==> src/rtl/pp_pkg.sv <==
package pp_pkg;

    typedef enum logic [2:0] {
        ST_AWAKE      = 3'd0,
        ST_SLEEP_WALK = 3'd1,
        ST_ASLEEP     = 3'd2,
        ST_WAKE_APPLY = 3'd3,
        ST_WAKE_WAIT  = 3'd4
    } seq_state_e;

    // Shift amount that turns a column index into its group index.
    function automatic logic [3:0] grp_shift(input logic [2:0] sel);
        return {1'b0, sel} + 4'd1;
    endfunction

endpackage

==> src/rtl/pp_grp_decode.sv <==
module pp_grp_decode #(
    parameter int NCOL   = 256,
    parameter int GIDX_W = $clog2(NCOL)
) (
    input  logic [GIDX_W-1:0] grp,
    input  logic [2:0]        sel,
    output logic [NCOL-1:0]   mask
);
    import pp_pkg::*;

    logic [3:0] shamt;
    assign shamt = grp_shift(sel);

    for (genvar c = 0; c < NCOL; c++) begin : g_col
        logic [GIDX_W-1:0] cidx;
        assign cidx    = GIDX_W'(c);
        assign mask[c] = ((cidx >> shamt) == grp);
    end
endmodule

==> src/rtl/pp_step_timer.sv <==
module pp_step_timer #(
    parameter int W = 16
) (
    input  logic         clk,
    input  logic         rst_n,
    input  logic         load,
    input  logic [W-1:0] load_val,
    output logic         zero
);
    logic [W-1:0] cnt_q;

    always_ff @(posedge clk or negedge rst_n) begin
        if (!rst_n) begin
            cnt_q <= '0;
        end else if (load) begin
            cnt_q <= load_val;
        end else if (cnt_q != '0) begin
            cnt_q <= cnt_q - W'(1);
        end
    end

    assign zero = (cnt_q == '0);
endmodule

==> src/rtl/pp_dac_drive.sv <==
module pp_dac_drive #(
    parameter int NDAC   = 4,
    parameter int CODE_W = 8
) (
    input  logic                   dac_off,
    input  logic [NDAC-1:0]        en,
    input  logic [NDAC-1:0]        mux,
    input  logic [NDAC*CODE_W-1:0] on_codes,
    input  logic [NDAC*CODE_W-1:0] off_codes,
    output logic [NDAC*CODE_W-1:0] code,
    output logic [NDAC-1:0]        sel
);
    for (genvar i = 0; i < NDAC; i++) begin : g_dac
        logic pulsed;
        assign pulsed = dac_off && en[i];
        assign code[i*CODE_W +: CODE_W] = (pulsed && !mux[i]) ?
                                          off_codes[i*CODE_W +: CODE_W] :
                                          on_codes[i*CODE_W +: CODE_W];
        assign sel[i] = pulsed && mux[i];
    end
endmodule

==> src/rtl/col_pulse_seq.sv <==
module col_pulse_seq #(
    parameter int NCOL   = 256,
    parameter int NDAC   = 4,
    parameter int CODE_W = 8,
    parameter int STEP_W = 16
) (
    input  logic                   clk,
    input  logic                   rst_n,
    input  logic                   pulse_pin,
    input  logic [2:0]             cfg_grp_sel,
    input  logic [STEP_W-1:0]      cfg_wake_step,
    input  logic [NDAC-1:0]        cfg_dac_en,
    input  logic [NDAC-1:0]        cfg_dac_mux,
    input  logic [NDAC*CODE_W-1:0] cfg_on_codes,
    input  logic [NDAC*CODE_W-1:0] cfg_off_codes,
    output logic [NCOL-1:0]        col_sleep,
    output logic [NDAC*CODE_W-1:0] dac_code,
    output logic [NDAC-1:0]        dac_sel,
    output logic                   ready
);
    import pp_pkg::*;

    localparam int GIDX_W = $clog2(NCOL);
    localparam int NCNT_W = GIDX_W + 1;

    seq_state_e          state_q, state_d;
    logic [NCOL-1:0]     col_sleep_q;
    logic [GIDX_W-1:0]   grp_q;
    logic [2:0]          sel_q;
    logic [STEP_W-1:0]   step_q;
    logic                dac_off_q;
    logic                ready_q;

    logic [NCOL-1:0]     grp_mask;
    logic [NCNT_W-1:0]   ngrp;
    logic [GIDX_W-1:0]   last_idx;
    logic                is_last;
    logic                tmr_zero;
    logic                seq_start;

    // Number of groups and the index of the last one, from the captured size.
    assign ngrp     = NCNT_W'(NCOL) >> grp_shift(sel_q);
    assign last_idx = GIDX_W'(ngrp - NCNT_W'(1));
    assign is_last  = (grp_q == last_idx);

    pp_grp_decode #(.NCOL(NCOL), .GIDX_W(GIDX_W)) u_dec (
        .grp  (grp_q),
        .sel  (sel_q),
        .mask (grp_mask)
    );

    pp_step_timer #(.W(STEP_W)) u_tmr (
        .clk      (clk),
        .rst_n    (rst_n),
        .load     (state_q == ST_WAKE_APPLY),
        .load_val (step_q),
        .zero     (tmr_zero)
    );

    // State register
    always_ff @(posedge clk or negedge rst_n) begin
        if (!rst_n) state_q <= ST_AWAKE;
        else        state_q <= state_d;
    end

    // Next-state logic: the pin always takes priority
    always_comb begin
        state_d = state_q;
        unique case (state_q)
            ST_AWAKE:      if (pulse_pin) state_d = ST_SLEEP_WALK;
            ST_SLEEP_WALK: begin
                if (!pulse_pin)   state_d = ST_WAKE_APPLY;
                else if (is_last) state_d = ST_ASLEEP;
            end
            ST_ASLEEP:     if (!pulse_pin) state_d = ST_WAKE_APPLY;
            ST_WAKE_APPLY: state_d = pulse_pin ? ST_SLEEP_WALK : ST_WAKE_WAIT;
            ST_WAKE_WAIT: begin
                if (pulse_pin)     state_d = ST_SLEEP_WALK;
                else if (tmr_zero) state_d = is_last ? ST_AWAKE : ST_WAKE_APPLY;
            end
            default:       state_d = ST_AWAKE;
        endcase
    end

    assign seq_start = ((state_d == ST_SLEEP_WALK) && (state_q != ST_SLEEP_WALK)) ||
                       ((state_d == ST_WAKE_APPLY) &&
                        ((state_q == ST_SLEEP_WALK) || (state_q == ST_ASLEEP)));

    // Output and datapath registers
    always_ff @(posedge clk or negedge rst_n) begin
        if (!rst_n) begin
            col_sleep_q <= '0;
            grp_q       <= '0;
            sel_q       <= '0;
            step_q      <= '0;
            dac_off_q   <= 1'b0;
            ready_q     <= 1'b1;
        end else begin
            ready_q <= (state_d == ST_AWAKE);
            if (seq_start) begin
                grp_q     <= '0;
                sel_q     <= cfg_grp_sel;
                step_q    <= cfg_wake_step;
                dac_off_q <= (state_d == ST_SLEEP_WALK);
            end else begin
                unique case (state_q)
                    ST_SLEEP_WALK: begin
                        col_sleep_q <= col_sleep_q | grp_mask;
                        grp_q       <= grp_q + GIDX_W'(1);
                    end
                    ST_WAKE_APPLY: col_sleep_q <= col_sleep_q & ~grp_mask;
                    ST_WAKE_WAIT:  if (tmr_zero && !is_last) grp_q <= grp_q + GIDX_W'(1);
                    default: ;
                endcase
            end
        end
    end

    pp_dac_drive #(.NDAC(NDAC), .CODE_W(CODE_W)) u_dac (
        .dac_off   (dac_off_q),
        .en        (cfg_dac_en),
        .mux       (cfg_dac_mux),
        .on_codes  (cfg_on_codes),
        .off_codes (cfg_off_codes),
        .code      (dac_code),
        .sel       (dac_sel)
    );

    assign col_sleep = col_sleep_q;
    assign ready     = ready_q;
endmodule

==> config.mk <==
export PLATFORM = sky130hd
export DESIGN_NAME = col_pulse_seq
export DESIGN_NICKNAME = d
export VERILOG_FILES = /design/src/rtl/pp_pkg.sv /design/src/rtl/pp_grp_decode.sv /design/src/rtl/pp_step_timer.sv /design/src/rtl/pp_dac_drive.sv /design/src/rtl/col_pulse_seq.sv
export SDC_FILE = /design/constraint.sdc
export NUM_CORES = 1
export LEC_CHECK = 0
export ABC_AREA = 1
export ABC_CLOCK_PERIOD_IN_PS = 2460
export CAP_MARGIN = 20
export CORE_MARGIN = 2
export CORE_UTILIZATION = 40
export CTS_BUF_LIST = sky130_fd_sc_hd__clkbuf_4
export CTS_CLUSTER_SIZE = 12
export DETAILED_ROUTE_END_ITERATION = 6
export PLACE_DENSITY = 0.72
export SLEW_MARGIN = 20
export SYNTH_ARGS = -nofsm -noshare
export SYNTH_HDL_FRONTEND = slang
export SYNTH_SLANG_ARGS = --single-unit
==> constraint.sdc <==
create_clock -name clk -period 2.46 [get_ports clk]
set_input_delay 0.246 -clock clk [delete_from_list [all_inputs] [get_ports clk]]
set_output_delay 0.246 -clock clk [all_outputs]
set_load 0.01 [all_outputs]
# == After elaboration in Yosys (flattened, before gate mapping) ==
# Index checks and enable logic that the tools add are counted.
# totals
regBits,304
inputBits,94
word_cells,588
# op_classes
addsub,4
eq_ne,265
n_shift,257
n_mux,19
n_bitwise,4
n_reduce_logical,31
# op_table
operator,count
$eq A8 B8 Y1,257
$shr A8 B4 Y8 const A,128
$pmux W256 S2,1
$shr A7 B4 Y8 const A,64
$and A256 B256 Y256,1
$not A256 Y256,1
$or A256 B256 Y256,1
$shr A6 B4 Y8 const A,32
$shr A5 B4 Y8 const A,16
$shr A4 B4 Y8 const A,8
$mux W8,6
$mux W16,2
$shr A3 B4 Y8 const A,4
$mux W3,7
$logic_not A16 Y1,1
$pmux W8 S2,1
$reduce_bool A16 Y1,1
$shr A1 B4 Y8 const A,2
$shr A2 B4 Y8 const A,2
$sub A16 B1 Y16 const B,1
$logic_and A1 B1 Y1,15
$pmux W3 S5,1
$eq A3 B2 Y1 const B,3
$shr A9 B4 Y8 const A,1
other kinds (15),24

# == Depth between registers and ports, before layout ==
# Gate-level depths: netlist of the first run.
# logic_depth
word_depth,13
depth_mapped,18

# == By module ==
# Synthesis of the first run repeated with hierarchy kept, for this count alone.
# unflattened
hier_cells,3098
area_unflattened_um2,21227.9
# modules_own_cells
module,instances,cells_per_inst,area_each_um2,seq_area_each_um2
col_pulse_seq,1,1652,13683.1,7208.2
pp_grp_decode,1,1158,5820.6,0.0
pp_step_timer,1,168,1133.6,400.4
pp_dac_drive,1,120,590.6,0.0

# == Least setup slack after synthesis of the first run ==
# Ideal clock, no wire load.
# synth_timing
kind,register to register
start,register sel_q[0]
end,register (tool-made name)
setup_ps,133
arrival_time_ps,2423
setup_slack_ps,-96
stages_incl_launch_ff,16
n_path_buf,2
synth_period_minus_slack_ps,2556
path_cell_list,dfrtp_1 > clkbuf_1 > inv_1 > ha_1 > buf_2 > inv_1 > nand2_1 > nand2_1 > nor2_1 > nor2_1 > o21ai_1 > or2_2 > nor2_1 > nand3_1 > nand2_1 > o21ai_0
# synth_rtl
element,line,source
"start, declared",col_pulse_seq.sv:29,logic [2:0] sel_q;
"start signal, assigned",col_pulse_seq.sv:102,sel_q <= cfg_grp_sel;

==> flow_results.xml, run 1 <==
<?xml version="1.0" encoding="UTF-8"?>
<metrics>
  <group name="timing">
    <metric name="hold-worst-slack" unit="ns">0.0295</metric>
    <metric name="finalSetupViolCount" unit="">0</metric>
    <metric name="timing_hold_violations_final" unit="">0</metric>
    <metric name="final_min_period_over_clock_period" unit="">0.967</metric>
    <metric name="grt_setup_unrepaired" unit="">yes</metric>
    <metric name="slew_viol_final" unit="">0</metric>
    <metric name="achievable-frequency" unit="GHz">0.420</metric>
    <metric name="finalClockSkew" unit="ns">0.0225</metric>
    <metric name="final_worst_path_period_need" unit="ns">2.38</metric>
    <metric name="tightestPinTransition" unit="ns">0.829</metric>
    <metric name="timing.slew.headroom" unit="">0.441</metric>
  </group>
  <group name="synth">
    <metric name="syn-mean-instance-area" unit="um2">7.20</metric>
    <metric name="syn_area" unit="mm2">0.0130</metric>
    <metric name="ys_seq_area_frac" unit="">0.339</metric>
    <metric name="synth_edf_count" unit="">0</metric>
    <metric name="synthesis_stage_register_bit_count" unit="">176</metric>
    <metric name="async_flop_share" unit="">1.00</metric>
    <metric name="synth_cells" unit="">1808</metric>
    <metric name="synthesis.yosys.warnings" unit="">2</metric>
    <metric name="synth_top_flop_cell" unit="">sky130_fd_sc_hd__dfrtp_1</metric>
    <metric name="synth.distinct_cells" unit="">49</metric>
    <metric name="mapped_nets" unit="">1919</metric>
  </group>
  <group name="critical_path">
    <metric name="cp.arrival" unit="ns">2.93</metric>
    <metric name="timing.critical_path.fanout_max" unit="">7</metric>
    <metric name="worst-path-buf-inv" unit="">2</metric>
    <metric name="critical_path.top_delay_family" unit="">simple AND/OR/NAND/NOR gates</metric>
    <metric name="critPathKind" unit="">reg2reg</metric>
    <metric name="worst_ep_required_time" unit="ns">3.02</metric>
    <metric name="slowest_delay" unit="ns">0.44</metric>
    <metric name="regToRegStartpoint" unit="">sel_q[0]$_DFFE_PN0N_</metric>
    <metric name="timing.critical_path.from" unit="">sel_q[0]$_DFFE_PN0N_</metric>
    <metric name="r2r_setup_slack" unit="ns">0.08</metric>
    <metric name="end_kind" unit="">register</metric>
    <metric name="critical_path.slowest_cell" unit="">sky130_fd_sc_hd__dfrtp_1</metric>
    <metric name="reg2reg_depth" unit="">10</metric>
    <metric name="critical_path_cell_by_cell" unit="">buf_4 -&gt; ha_2 -&gt; nand2_1 -&gt; xor2_1 -&gt; nand4_1 -&gt; buf_4 -&gt; nor2_1 -&gt; nand4_1 -&gt; nand2_1 -&gt; o21ai_0</metric>
    <metric name="start_kind" unit="">register</metric>
  </group>
  <group name="placed_design">
    <metric name="globalplace.congestion" unit="">1.07</metric>
    <metric name="placement.io_buffers" unit="">386</metric>
    <metric name="detailed_place_hpwl" unit="um">47000</metric>
  </group>
  <group name="floorplanning">
    <metric name="die_x" unit="um">184</metric>
    <metric name="top_level_ports" unit="">387</metric>
    <metric name="design.core.area" unit="mm2">0.0323</metric>
    <metric name="core.rowCount" unit="">66</metric>
    <metric name="dieArea" unit="mm2">0.0340</metric>
    <metric name="die_y" unit="um">184</metric>
    <metric name="effective_utilization_at_floorplan" unit="">0.403</metric>
  </group>
  <group name="clock_network">
    <metric name="tritoncts_num_sinks" unit="">176</metric>
    <metric name="cts_max_level" unit="">4</metric>
    <metric name="number_of_buffers_created_by_cts" unit="">17</metric>
    <metric name="clkLatencyLatePin" unit="ns">0.69</metric>
    <metric name="cts.path.max_buffers" unit="">2</metric>
    <metric name="root_buffer" unit="">sky130_fd_sc_hd__clkbuf_4</metric>
    <metric name="clk_transition_reported_paths" unit="ns">0.17</metric>
    <metric name="cts_tree" unit="">built</metric>
  </group>
  <group name="finish">
    <metric name="n_fill_cell" unit="">3049</metric>
    <metric name="finalNetCount" unit="">2393</metric>
    <metric name="layout_cell_share_with_drive_strength_beyond_1" unit="">0.190</metric>
    <metric name="flow.area_growth_from_synthesis" unit="%">45.1</metric>
  </group>
  <group name="drt">
    <metric name="post_drt_wl_per_cell" unit="um">21.2</metric>
    <metric name="route.final.wire_length" unit="um">58100</metric>
    <metric name="detailedRoute.firstPassIterationCount" unit="">7</metric>
    <metric name="drt_drc_violations_left" unit="">2</metric>
    <metric name="via_total_after_detailed_routing" unit="">14600</metric>
    <metric name="vias_per_cell" unit="">5.32</metric>
    <metric name="drt_iter0_drc" unit="">1182</metric>
    <metric name="antenna_violating_nets_post_route" unit="">0</metric>
  </group>
  <group name="global_routing">
    <metric name="grt.overflow.total" unit="">0</metric>
    <metric name="grt_antenna_before_repair" unit="">1</metric>
    <metric name="grt_pass1_vias" unit="">14000</metric>
    <metric name="globalRouteTotalUtil" unit="">0.340</metric>
    <metric name="first_pass_grt_wire_length" unit="um">85400</metric>
    <metric name="grt_max_degree" unit="">66</metric>
  </group>
  <group name="power_and_ir_drop">
    <metric name="report.power.total" unit="mW">31.0</metric>
    <metric name="power_per_cell_area" unit="mW/mm2">1640</metric>
    <metric name="vdd_drop_max" unit="mV">0.802</metric>
    <metric name="p_leak" unit="nW">8.75</metric>
  </group>
  <group name="run">
    <metric name="maxCapViolCount" unit="">0</metric>
  </group>
  <group name="outcome">
    <metric name="outcome" unit="">finished, violations left</metric>
    <metric name="failed_checks" unit="">design-rule violations</metric>
  </group>
  <group name="min_path">
    <metric name="min-delay-path-class" unit="">in2async</metric>
  </group>
</metrics>
==> layout by cell type, fill, tap and decap left out, types with 13 or more instances in the layout <==
| cell type | instances |
|---|---|
| sky130_fd_sc_hd__nor3_2 | 18 |
| sky130_fd_sc_hd__inv_1 | 116 |
| sky130_fd_sc_hd__nand2_2 | 16 |
| sky130_fd_sc_hd__o21ai_0 | 140 |
| sky130_fd_sc_hd__nand4_1 | 49 |
| sky130_fd_sc_hd__xor2_1 | 97 |
| sky130_fd_sc_hd__clkbuf_4 | 17 |
| sky130_fd_sc_hd__clkdlybuf4s50_1 | 353 |
| sky130_fd_sc_hd__o21ai_1 | 15 |
| sky130_fd_sc_hd__nor3_1 | 33 |
| sky130_fd_sc_hd__o211ai_1 | 13 |
| sky130_fd_sc_hd__nand2_1 | 398 |
| sky130_fd_sc_hd__dfrtp_1 | 172 |
| sky130_fd_sc_hd__nor2_1 | 191 |
| sky130_fd_sc_hd__dlygate4sd2_1 | 21 |
| sky130_fd_sc_hd__buf_4 | 261 |
| sky130_fd_sc_hd__nand3_1 | 103 |
| sky130_fd_sc_hd__xnor2_1 | 16 |
| sky130_fd_sc_hd__a21oi_1 | 75 |
| sky130_fd_sc_hd__mux2_2 | 36 |
==> metal layers <==
metal  vias up  GRT usage  routed length [um]
met5         -          0                   0
met4         0      0.154                2650
met3       120     0.0492                4570
met2       780      0.569               27600
met1      6931      0.435               23200
li1       6751          -                   -
==> synth_stat cells (4+ instances only) <==
cell type / n / area (um2)
sky130_fd_sc_hd__nand2_1: 410 / 1540
sky130_fd_sc_hd__nor2_1: 199 / 747
sky130_fd_sc_hd__dfrtp_1: 175 / 4380
sky130_fd_sc_hd__o21ai_0: 144 / 721
sky130_fd_sc_hd__buf_4: 131 / 983
sky130_fd_sc_hd__inv_1: 124 / 465
sky130_fd_sc_hd__nand3_1: 108 / 541
sky130_fd_sc_hd__xor2_1: 99 / 867
sky130_fd_sc_hd__a21oi_1: 78 / 390
sky130_fd_sc_hd__nand4_1: 49 / 307
sky130_fd_sc_hd__nor3_1: 45 / 225
sky130_fd_sc_hd__buf_2: 38 / 190
sky130_fd_sc_hd__mux2_2: 36 / 405
sky130_fd_sc_hd__clkbuf_1: 28 / 105
sky130_fd_sc_hd__ha_1: 17 / 213
sky130_fd_sc_hd__xnor2_1: 16 / 140
sky130_fd_sc_hd__o211ai_1: 13 / 97.6
sky130_fd_sc_hd__o21ai_1: 13 / 65.1
sky130_fd_sc_hd__a211oi_1: 10 / 75.1
sky130_fd_sc_hd__buf_1: 8 / 30.0
sky130_fd_sc_hd__inv_2: 6 / 22.5
sky130_fd_sc_hd__nor3_2: 6 / 60.1
sky130_fd_sc_hd__nand2_2: 5 / 31.3
sky130_fd_sc_hd__o22ai_1: 5 / 31.3
sky130_fd_sc_hd__nand3b_1: 4 / 30.0
sky130_fd_sc_hd__nor2_2: 4 / 25.0
sky130_fd_sc_hd__o221ai_1: 4 / 35.0
==> kinds of logic after synthesis <==
| kind of cell | Yosys count | share of synthesized area |
|---|---|---|
| AOI/OAI and AO/OA | 279 | 0.117 |
| xor gates and xnor gates | 115 | 0.0774 |
| adders and majority gates | 17 | 0.0163 |
| buffers and inverters | 338 | 0.140 |
| DFF | 176 | 0.339 |
| muxes | 36 | 0.0312 |
| and+or+nand+nor | 847 | 0.280 |
==> where the power goes <==
part	switching [mW]	total [mW]	internal, mW
Sequential	1.13	5.32	4.18
Combinational	13.7	24.0	10.3
Clock	1.19	1.72	0.535
==> per-stage QoR <==
stage	area (um2)	worst slack [ns]	TNS [ns]	util	instances
5_1_grt	18900	-0.0212	-0.0532	0.584	2738
3_3_place_gp	18200	-0.0497	-0.0543	0.563	2686
6_report	18900	0.0814	0	0.585	2741
2_1_floorplan	13000	0.0197	0	-	1808
4_1_cts	18600	-0.0826	-0.0826	0.576	2732
3_5_place_dp	18200	-0.123	-0.168	0.563	2686
==> worst max-delay path by stage <==
stage,end,slack (ns),depth (start not counted)
after global placement,register,-0.05,13
after detailed placement,register,-0.12,13
after global routing,register,-0.02,14
final,register,0.08,10
after floorplan,register,0.02,15
after CTS,dac_code[13],-0.08,3
==> worst register-to-register path, cell delays in order (launching register included) <==
cell and delay (ns):
sky130_fd_sc_hd__dfrtp_1 0.44, sky130_fd_sc_hd__buf_4 0.17, sky130_fd_sc_hd__ha_2 0.25, sky130_fd_sc_hd__nand2_1 0.16, sky130_fd_sc_hd__xor2_1 0.22, sky130_fd_sc_hd__nand4_1 0.21, sky130_fd_sc_hd__buf_4 0.24, sky130_fd_sc_hd__nor2_1 0.19
sky130_fd_sc_hd__nand4_1 0.21, sky130_fd_sc_hd__nand2_1 0.10, sky130_fd_sc_hd__o21ai_0 0.07
==> final cells by class <==
type / count / area [um2] / share of cell area
diodes: 4 / 10.0 / 0.000530
repair buffers: 661 / 6050 / 0.321
inverters: 132 / 508 / 0.0269
clock buffers: 17 / 128 / 0.00676
multi-input cells: 1294 / 7060 / 0.374
flip-flops and latches: 176 / 4410 / 0.234
well taps: 442 / 553 / 0.0293
clock inverters: 15 / 155 / 0.00822
==> timing repair <==
item,CTS,global route
setup buffers,13,5
resized for setup,46,75
pin swaps,3,3
endpoints found under the hold margin,175,0
hold buffers,1,0
setup endpoints to repair,40,121
Note: power is estimated with default switching activity, not from simulation.
==> run 2, diff against run 1 <==
- DONT_BUFFER_PORTS: not set -> 1
- GPL_ROUTABILITY_DRIVEN: not set -> 0
- PLACE_DENSITY: 0.72 -> not set
==> run 2 against run 1 <==
Effect of this change:
- the run ends with negative hold slack, negative setup slack left
- worst setup slack worse by 0.091 ns
- clock skew up 0.016 ns
- sequential power up 20%
==> flow_results.xml, run 2 (synthesis gave the netlist of run 1 again) <==
<?xml version="1.0" encoding="UTF-8"?>
<metrics>
  <group name="outcome">
    <metric name="outcome" unit="">finished, violations left</metric>
    <metric name="failed_checks" unit="">negative hold slack, negative setup slack</metric>
  </group>
  <group name="drt">
    <metric name="via_total_after_detailed_routing" unit="">12700</metric>
    <metric name="drt_iter0_drc" unit="">1754</metric>
    <metric name="antenna_violating_nets_post_route" unit="">0</metric>
    <metric name="drt_drc_violations_left" unit="">0</metric>
    <metric name="vias_per_cell" unit="">5.64</metric>
    <metric name="detailedRoute.firstPassIterationCount" unit="">7</metric>
    <metric name="post_drt_wl_per_cell" unit="um">22.0</metric>
    <metric name="route.final.wire_length" unit="um">49500</metric>
  </group>
  <group name="floorplanning">
    <metric name="design.core.area" unit="mm2">0.0323</metric>
    <metric name="core.rowCount" unit="">66</metric>
    <metric name="die_y" unit="um">184</metric>
    <metric name="dieArea" unit="mm2">0.0340</metric>
    <metric name="die_x" unit="um">184</metric>
    <metric name="top_level_ports" unit="">387</metric>
    <metric name="effective_utilization_at_floorplan" unit="">0.403</metric>
  </group>
  <group name="timing">
    <metric name="hold-worst-slack" unit="ns">-0.732</metric>
    <metric name="timing.slew.headroom" unit="">0.354</metric>
    <metric name="tightestPinTransition" unit="ns">0.969</metric>
    <metric name="grt_setup_unrepaired" unit="">yes</metric>
    <metric name="timing_hold_violations_final" unit="">176</metric>
    <metric name="final_worst_path_period_need" unit="ns">2.47</metric>
    <metric name="achievable-frequency" unit="GHz">0.405</metric>
    <metric name="final_critical_path_setup_slack" unit="ns">-0.0100</metric>
    <metric name="finalSetupViolCount" unit="">1</metric>
    <metric name="finalClockSkew" unit="ns">0.0385</metric>
    <metric name="final_min_period_over_clock_period" unit="">1.00</metric>
    <metric name="slew_viol_final" unit="">0</metric>
  </group>
  <group name="global_routing">
    <metric name="grt_busiest_layer" unit="">met2</metric>
    <metric name="globalRouteTotalUtil" unit="">0.293</metric>
    <metric name="first_pass_grt_wire_length" unit="um">73300</metric>
    <metric name="gr-usage-met3" unit="">0.0798</metric>
    <metric name="grt_antenna_before_repair" unit="">8</metric>
    <metric name="grt_max_degree" unit="">177</metric>
    <metric name="grt_pass1_vias" unit="">12100</metric>
    <metric name="use_met1" unit="">0.347</metric>
    <metric name="grt.overflow.total" unit="">0</metric>
    <metric name="globalRouteMet2Util" unit="">0.463</metric>
  </group>
  <group name="clock_network">
    <metric name="number_of_buffers_created_by_cts" unit="">17</metric>
    <metric name="cts_max_level" unit="">4</metric>
    <metric name="clk_transition_reported_paths" unit="ns">0.16</metric>
    <metric name="root_buffer" unit="">sky130_fd_sc_hd__clkbuf_4</metric>
    <metric name="holdBufCountCts" unit="">22</metric>
    <metric name="clkLatencyLatePin" unit="ns">0.67</metric>
    <metric name="cts_tree" unit="">built</metric>
    <metric name="cts.path.max_buffers" unit="">2</metric>
    <metric name="tritoncts_num_sinks" unit="">176</metric>
  </group>
  <group name="placed_design">
    <metric name="post_dp_cell_area" unit="mm2">0.0133</metric>
    <metric name="detailed_place_hpwl" unit="um">36900</metric>
    <metric name="placement.setup.worst_slack" unit="ns">-0.116</metric>
    <metric name="placement.io_buffers" unit="">0</metric>
  </group>
  <group name="critical_path">
    <metric name="critPathKind" unit="">reg2reg</metric>
    <metric name="start_kind" unit="">register</metric>
    <metric name="end_kind" unit="">register</metric>
    <metric name="critical_path.top_delay_family" unit="">simple AND/OR/NAND/NOR gates</metric>
    <metric name="slowest_delay" unit="ns">0.51</metric>
    <metric name="cp.arrival" unit="ns">3.00</metric>
    <metric name="worst-path-buf-inv" unit="">3</metric>
    <metric name="worst_ep_required_time" unit="ns">2.99</metric>
    <metric name="timing.critical_path.fanout_max" unit="">9</metric>
    <metric name="critical_path_cell_by_cell" unit="">inv_2 -&gt; ha_4 -&gt; nand2_2 -&gt; nand2_1 -&gt; nor2_1 -&gt; nor3_2 -&gt; buf_4 -&gt; nand3_1 -&gt; nor3_2 -&gt; buf_4 -&gt; nor2_1 -&gt; a21oi_1</metric>
    <metric name="critical_path.slowest_cell" unit="">sky130_fd_sc_hd__nor2_1</metric>
  </group>
  <group name="min_path">
    <metric name="min-delay-path-class" unit="">in2async</metric>
  </group>
  <group name="power_and_ir_drop">
    <metric name="report.power.total" unit="mW">25.2</metric>
    <metric name="vdd_drop_max" unit="mV">0.641</metric>
    <metric name="power_per_cell_area" unit="mW/mm2">1750</metric>
    <metric name="p_leak" unit="nW">6.73</metric>
  </group>
  <group name="finish">
    <metric name="final_cell_mix" unit="">sky130_fd_sc_hd__nand2_1 (388), sky130_fd_sc_hd__nor2_1 (180), sky130_fd_sc_hd__dfrtp_1 (172), sky130_fd_sc_hd__o21ai_0 (138), sky130_fd_sc_hd__buf_4 (135)</metric>
    <metric name="layout_cell_share_with_drive_strength_beyond_1" unit="">0.189</metric>
    <metric name="flow.area_growth_from_synthesis" unit="%">10.5</metric>
    <metric name="n_fill_cell" unit="">3279</metric>
    <metric name="final_common_cell" unit="">sky130_fd_sc_hd__nand2_1</metric>
    <metric name="multi_input_comb_area" unit="mm2">0.00721</metric>
    <metric name="postLayoutCellArea" unit="mm2">0.0144</metric>
    <metric name="layout.area.seq" unit="mm2">0.00441</metric>
    <metric name="postLayoutCoreUtil" unit="">0.445</metric>
    <metric name="finalNetCount" unit="">1899</metric>
  </group>
  <group name="run">
    <metric name="maxCapViolCount" unit="">0</metric>
  </group>
</metrics>
-- run 2: layer usage --
metal,share of wire,up-vias,wire length (um)
met5,0,-,0
met4,0.081,0,4010
met1,0.37,5838,18300
met3,0.10,221,5030
li1,-,5782,-
met2,0.45,853,22200
-- run 2: layout make-up --
class	count	area share
multi-input combinational	1294	0.501
sequential	176	0.307
timing repair buffer	167	0.0973
tap	442	0.0384
inverter	132	0.0358
clock buffer	22	0.0115
clock inverter	10	0.00792
antenna	8	0.00139
-- run 2: timing repair --
item / in CTS / in global routing
gates cloned: 0 / 1
buffers inserted: 1 / 11
gates resized for setup: 15 / 113
pin swaps: 1 / 12
endpoints found under the setup margin: 22 / 135
endpoints found under the hold margin: 203 / 176
-- run 2: final timing paths --
kind	depth (start not counted)	end	startpoint	slack, ns
max	12	register	sel_q[1]$_DFFE_PN0N_	-0.01
min	0	async pin	rst_n	-0.73
max reg2reg	12	register	sel_q[1]$_DFFE_PN0N_	-0.01
min reg2reg	2	step_q[1]$_DFFE_PN0N_	step_q[1]$_DFFE_PN0N_	0.50
max in group asynchronous	0	ready$_DFF_PN1_	rst_n	2.93
min in group clk	3	step_q[9]$_DFFE_PN0N_	cfg_wake_step[9]	0.24
-- run 2: through the flow --
stage | instances | setup TNS, ns
after detailed placement | 2176 | -0.373
after floorplan | 1808 | 0
final | 2251 | -0.0100
after global placement | 2176 | -0.0835
after CTS | 2231 | -0.00148
after global routing | 2251 | -0.288
-- run 2: report_power, final --
part	total (mW)	switching (mW)	internal, mW	leakage [nW]
registers	6.37	2.19	4.17	2.15
logic	17.1	11.4	5.75	4.42
clock network	1.70	1.04	0.656	0.150
-- run 2: worst reg2reg max path: stages, from the launching register on --
cell	delay [ns]
sky130_fd_sc_hd__dfrtp_1	0.45
sky130_fd_sc_hd__inv_2	0.09
sky130_fd_sc_hd__ha_4	0.20
sky130_fd_sc_hd__nand2_2	0.20
sky130_fd_sc_hd__nand2_1	0.11
sky130_fd_sc_hd__nor2_1	0.51
sky130_fd_sc_hd__nor3_2	0.13
sky130_fd_sc_hd__buf_4	0.16
sky130_fd_sc_hd__nand3_1	0.12
sky130_fd_sc_hd__nor3_2	0.07
sky130_fd_sc_hd__buf_4	0.14
sky130_fd_sc_hd__nor2_1	0.10
sky130_fd_sc_hd__a21oi_1	0.05
